===== src/rtl/opspec_pkg.sv =====
package opspec_pkg;
  typedef enum logic [2:0] {
    MODE_REG    = 3'd0,
    MODE_CONST  = 3'd1,
    MODE_IND    = 3'd2,
    MODE_OFFSET = 3'd3,
    MODE_POST   = 3'd4,
    MODE_PRE    = 3'd5
  } specMode_e;

  typedef struct packed {
    logic legal;
    logic passReg;
    logic passConst;
    logic addConst;
    logic stepUp;
    logic stepDown;
    logic memory;
  } specCtrl_t;
endpackage


===== src/rtl/opspec_ctrl.sv =====
module opspec_ctrl
  import opspec_pkg::*;
(
  input  logic [2:0] modeSel,
  output specCtrl_t  ctrl
);
  always_comb begin
    ctrl = '0;
    case (modeSel)
      MODE_REG:    begin ctrl.legal = 1'b1; ctrl.passReg = 1'b1; end
      MODE_CONST:  begin ctrl.legal = 1'b1; ctrl.passConst = 1'b1; end
      MODE_IND:    begin ctrl.legal = 1'b1; ctrl.memory = 1'b1; end
      MODE_OFFSET: begin ctrl.legal = 1'b1; ctrl.memory = 1'b1; ctrl.addConst = 1'b1; end
      MODE_POST:   begin ctrl.legal = 1'b1; ctrl.memory = 1'b1; ctrl.stepUp = 1'b1; end
      MODE_PRE:    begin ctrl.legal = 1'b1; ctrl.memory = 1'b1; ctrl.stepDown = 1'b1; end
      default:     ctrl = '0;
    endcase
  end
endmodule


===== src/rtl/opspec_dp.sv =====
module opspec_dp
  import opspec_pkg::*;
#(
  parameter int DATA_W = 32,
  parameter int REG_W  = 4,
  parameter int SIZE_W = 2
) (
  input  logic              clk,
  input  logic              rstN,
  input  logic              reqValid,
  input  specCtrl_t         ctrl,
  input  logic [REG_W-1:0]  regSel,
  input  logic [DATA_W-1:0] rfData,
  input  logic [DATA_W-1:0] constVal,
  input  logic [SIZE_W-1:0] sizeSel,
  input  logic              idxEn,
  input  logic [DATA_W-1:0] idxVal,
  output logic              resValid,
  output logic [DATA_W-1:0] resValue,
  output logic              memRef,
  output logic              wbValid,
  output logic [REG_W-1:0]  wbReg,
  output logic [DATA_W-1:0] wbData
);
  logic [DATA_W-1:0] sizeBytes, stepped, baseAddr, offsetTerm, indexTerm, effAddr, nextValue;
  logic fire;

  assign fire       = reqValid && ctrl.legal;
  assign sizeBytes  = DATA_W'(1) << sizeSel;
  assign stepped    = ctrl.stepDown ? (rfData - sizeBytes) : (rfData + sizeBytes);
  assign baseAddr   = ctrl.stepDown ? stepped : rfData;
  assign offsetTerm = ctrl.addConst ? constVal : '0;
  assign indexTerm  = idxEn ? (idxVal << sizeSel) : '0;
  assign effAddr    = baseAddr + offsetTerm + indexTerm;

  always_comb begin
    if (ctrl.passConst)    nextValue = constVal;
    else if (ctrl.passReg) nextValue = rfData;
    else                   nextValue = effAddr;
  end

  always_ff @(posedge clk) begin
    if (!rstN) begin
      resValid <= 1'b0;
      resValue <= '0;
      memRef   <= 1'b0;
      wbValid  <= 1'b0;
      wbReg    <= '0;
      wbData   <= '0;
    end else begin
      resValid <= fire;
      wbValid  <= fire && (ctrl.stepUp || ctrl.stepDown);
      if (fire) begin
        resValue <= nextValue;
        memRef   <= ctrl.memory;
        wbReg    <= regSel;
        wbData   <= stepped;
      end
    end
  end

  p_latency_r10: assert property (@(posedge clk) disable iff (!rstN)
    (reqValid && ctrl.legal) |=> resValid);
  p_reserved_r11: assert property (@(posedge clk) disable iff (!rstN)
    !(reqValid && ctrl.legal) |=> (!resValid && !wbValid));
  p_wb_memory_r6: assert property (@(posedge clk) disable iff (!rstN)
    wbValid |-> (resValid && memRef));
  p_direct_nowb_r2: assert property (@(posedge clk) disable iff (!rstN)
    (resValid && !memRef) |-> !wbValid);
  p_post_addr_r6: assert property (@(posedge clk) disable iff (!rstN)
    (reqValid && ctrl.stepUp && !idxEn) |=> (resValue == $past(rfData)));
endmodule


===== src/rtl/opspec_agen.sv =====
module opspec_agen
  import opspec_pkg::*;
#(
  parameter int DATA_W = 32,
  parameter int REG_W  = 4,
  parameter int SIZE_W = 2
) (
  input  logic              clk,
  input  logic              rstN,
  input  logic              reqValid,
  input  logic [2:0]        modeSel,
  input  logic [REG_W-1:0]  regSel,
  input  logic [DATA_W-1:0] constVal,
  input  logic [SIZE_W-1:0] sizeSel,
  input  logic              idxEn,
  input  logic [DATA_W-1:0] idxVal,
  output logic [REG_W-1:0]  rfAddr,
  input  logic [DATA_W-1:0] rfData,
  output logic              resValid,
  output logic [DATA_W-1:0] resValue,
  output logic              memRef,
  output logic              wbValid,
  output logic [REG_W-1:0]  wbReg,
  output logic [DATA_W-1:0] wbData
);
  specCtrl_t ctrl;

  assign rfAddr = regSel;

  opspec_ctrl i_ctrl (.modeSel(modeSel), .ctrl(ctrl));

  opspec_dp #(.DATA_W(DATA_W), .REG_W(REG_W), .SIZE_W(SIZE_W)) i_dp (
    .clk(clk), .rstN(rstN), .reqValid(reqValid), .ctrl(ctrl),
    .regSel(regSel), .rfData(rfData), .constVal(constVal),
    .sizeSel(sizeSel), .idxEn(idxEn), .idxVal(idxVal),
    .resValid(resValid), .resValue(resValue), .memRef(memRef),
    .wbValid(wbValid), .wbReg(wbReg), .wbData(wbData)
  );
endmodule


===== config.mk =====
export PLATFORM = sky130hd
export DESIGN_NAME = opspec_agen
export DESIGN_NICKNAME = d
export VERILOG_FILES = /design/src/rtl/opspec_pkg.sv /design/src/rtl/opspec_ctrl.sv /design/src/rtl/opspec_dp.sv /design/src/rtl/opspec_agen.sv
export SDC_FILE = /design/constraint.sdc
export NUM_CORES = 1
export LEC_CHECK = 0
export CAP_MARGIN = 20
export CORE_MARGIN = 1.5
export CORE_UTILIZATION = 40
export DETAILED_ROUTE_END_ITERATION = 12
export DONT_BUFFER_PORTS = 1
export SETUP_SLACK_MARGIN = 0.2
export SLEW_MARGIN = 40
export SYNTH_ARGS = -nofsm -noshare
export SYNTH_HDL_FRONTEND = slang
export SYNTH_SLANG_ARGS = --single-unit

===== constraint.sdc =====
create_clock -name clk -period 7.8 [get_ports clk]
set_clock_uncertainty 0.05 [all_clocks]
set_input_delay 1.17 -clock clk [delete_from_list [all_inputs] [get_ports clk]]
set_output_delay 1.17 -clock clk [all_outputs]
set_load 0.05 [all_outputs]

==> qor.yml <==
status:
  outcome: "complete, no violations"
setup_path:
  cp_slowest_stage_delay_ns: 0.51
  start_kind: "input pin"
  crit-reg2reg-capture: "i_dp.resValue[31]"
  worst_ep_arrival_time_ns: 6.96
  worst_ep_required_time_ns: 7.98
  rr_worst_depth: 3
  reg2reg_from: "i_dp.resValue[31]"
  crit_slowest_cell: "fa_1"
  r2r_setup_slack_ns: 6.49
  endpoint_kind: "flop"
  cell_breakdown_of_the_critical_path: "nand2_1, or2_2, nand2b_1, ha_1, o21ai_0, o21ai_0, a221oi_4, o31ai_1, a21o_1, a21oi_1, xnor2_1, mux2i_1, fa_1, inv_1, ha_1, nand4_1, nor2_1, nor4_1, o311ai_1, nand2_1, nor2_1, o41ai_1, nor4b_1, o31ai_1"
  critical_path_peak_fanout: 35
  worstSetupPathType: "in2reg"
sta:
  timing.fmax_mhz: 147
  hold_viol: 0
  report.final.setup_viol: 0
  worst-slew-pin-transition_ns: 0.845
  timing.setup.tns_ns: 0
  worst_slew_margin_rel_pct: 43.6
  layout_min_cycle_time_ns: 6.78
  slew_violations: 0
  layout_worst_path_cycle_share_pct: 87.0
  grt_setup_unrepaired: "false"
floorplan:
  full_die_area_um2: 21400
  starting_density_of_the_core_pct: 40.8
  floorplan.die.width_um: 146
  pin_count: 184
  row_count: 52
  die_h_um: 146
  core_area_um2: 20200
detailed_routing:
  firstDrtPassIters: 5
  ant_nets: 0
  vias: 7646
  initial_detailed_routing_violation_count: 568
  detail_route.wirelength_um: 27200
  drt_drc_violations_left: 0
  detail_route.wl_per_cell_um: 20.7
  route.detailed.vias_per_inst: 5.82
yosys:
  count_of_flip_flops_with_a_built_in_enable_after_synthesis: 0
  yosysWarnings: 0
  mappedNetlistNets: 1286
  netlist-cell-type-count: 65
  synth_flop_cell: "dfxtp_1"
  synth.cell_area_um2: 8220
  synth_top_area_share_pct: 17.3
  dominant_cell_by_count_in_the_synthesized_netlist: "nand2_1"
  syn_inst: 1083
  syn_avg_cell_area_um2: 7.59
  synthTopCellsByArea: "dfxtp_1, mux2i_1, ha_1"
  async_reset_ff_share_pct: 0
  synth_top_area_cell: "dfxtp_1"
  synth-seq-cells: 71
  yosysSeqAreaShare_pct: 17.3
  post_synth_top_cells: "nand2_1, mux2i_1, inv_1"
final_layout:
  finish.net_count: 1242
  number_of_antenna_diodes: 0
  final_layout_size_suffix_gt1_share_pct: 4.69
  fill_cells: 2131
  final_cells: 1314
  syn_to_final_growth_pct: 5.34
  final_design_area_no_fill_um2: 8660
clock_tree:
  clockRootBuffer: "clkbuf_16"
  cts_max_path_buffers: 2
  cts_tree: "built"
  cts.hold.buffers_added: 0
  postCtsSetupRepairBufs: 0
  clk_pin_slew_ns: 0.06
  clock_latency_ns: 0.35
  cts_num_sinks: 71
  post_cts_repair_resize_count: 0
  cts_htree_levels: 3
  numCtsBuffers: 9
pwr:
  powerDensity_nw_per_um2: 181
  post-layout-total-power_uw: 1570
  total_leakage_power_uw: 0.00400
  vdd_drop_max_mv: 0.112
min_path:
  hold_end: "i_dp.resValue[18]"
  worstHoldPathCells: 2
  holdCritStartpoint: "i_dp.resValue[18]"
  hold_path.class: "reg2reg"
placed_design:
  globalplace.congestion: 0.953
  placed_area_um2: 8370
  post-place-cells: 1298
  post_dp_hpwl_um: 21500
  io_buffer_count: 0
global_routing:
  globalRouteTotalUtil_pct: 25.3
  grt_overflow: 0
  vias_in_the_first_global_route: 7321
  wire_length_of_the_first_global_routing_pass_um: 41800
  grt_start_max_net_pins: 78
  antenna_found_initial: 0
run:
  max-cap-violations: 0
-- power by group --
| part | internal [uW] | switching [uW] | leakage [uW] |
|---|---|---|---|
| Combinational | 251 | 347 | 0.00328 |
| Sequential | 399 | 152 | 0.000585 |
| Clock | 247 | 175 | 0.000142 |
| Total | 897 | 673 | 0.00400 |
-- metrics by stage --
step | util, % | hold slack [ns] | worst slack (ns)
2_1_floorplan | - | 0.606 | 0.844
3_3_place_gp | 41.5 | 0.622 | 0.989
3_5_place_dp | 41.5 | 0.628 | 0.772
4_1_cts | 42.9 | 0.638 | 1.11
5_1_grt | 42.9 | 0.666 | 0.553
6_report | 42.9 | 0.637 | 1.02
-- placed cells by master (no fill, tap or decap), types with 7 or more instances in the layout --
master     instances
nand2_1          198
mux2i_1           80
inv_1             77
dfxtp_1           71
a21oi_1           61
ha_1              61
nor2_1            53
o21ai_0           44
xnor2_1           40
nand3_1           37
fa_1              33
a21o_1            28
a21boi_1          21
o21ai_1           18
xor2_1            16
o211ai_1          15
a21boi_0          14
nor3_1            11
a31oi_1           11
o211a_1           11
a211oi_1           9
clkbuf_16          9
o21a_1             7
mux2_2             7
buf_4              7
-- registers in the layout, summed over array words and instances, names as in the netlist --
signal and count:
i_dp.memRef 1, i_dp.resValue 32, i_dp.wbReg 4, i_dp.wbData 32, i_dp.resValid 1, i_dp.wbValid 1
-- logic make-up after synthesis --
logic type      after synthesis  share of synthesized area [%]
simple gates                350                           18.7
compound gates              284                           23.3
buf+inv                     140                           6.57
fa+ha+maj                    94                           17.3
mux                          87                           10.7
flops                        71                           17.3
xor+xnor                     57                           6.16
-- how the worst max path moves through the flow --
| stage | from | end | slack (ns) | cells past startpoint |
|---|---|---|---|---|
| 6_report | modeSel[0] | i_dp.resValue[30] | 1.02 | 24 |
| 5_1_grt | modeSel[0] | i_dp.resValue[30] | 0.55 | 25 |
| 4_1_cts | modeSel[0] | i_dp.resValue[30] | 1.11 | 24 |
| 3_5_place_dp | modeSel[0] | i_dp.resValue[30] | 0.77 | 24 |
| 3_3_place_gp | modeSel[0] | i_dp.resValue[30] | 0.99 | 24 |
| 2_1_floorplan | modeSel[0] | i_dp.resValue[30] | 0.84 | 26 |
-- area by class of cell --
cell class / count / area [um^2] / share of cell area [%]
inverters: 78 / 293 / 3.38
clock buffers: 10 / 229 / 2.64
clock inverters: 6 / 61.3 / 0.708
repair buffers: 7 / 52.6 / 0.607
multi-input cells: 872 / 6270 / 72.4
well taps: 270 / 338 / 3.90
flip-flops and latches: 71 / 1420 / 16.4
-- critical path: cells and delay by family --
kind                     cells  cell delay (ns)
AND/OR/NAND/NOR              9             2.03
AO/OA/AOI/OAI                9             2.15
XOR/XNOR                     1             0.16
adder cells (fa/ha/maj)      3             1.25
multiplexers                 1             0.12
buffers and inverters        1             0.05
-- layer usage --
metal | track usage (%) | up-vias | part of all wire (%) | wire [um]
met5 | 0 | - | 0 | 0
met4 | 10.5 | 0 | 4.0 | 1080
met3 | 9.13 | 58 | 10 | 2770
met2 | 41.8 | 301 | 46 | 12600
met1 | 29.7 | 3601 | 39 | 10700
li1 | - | 3686 | - | -
Power figures use the tool's default switching activity.
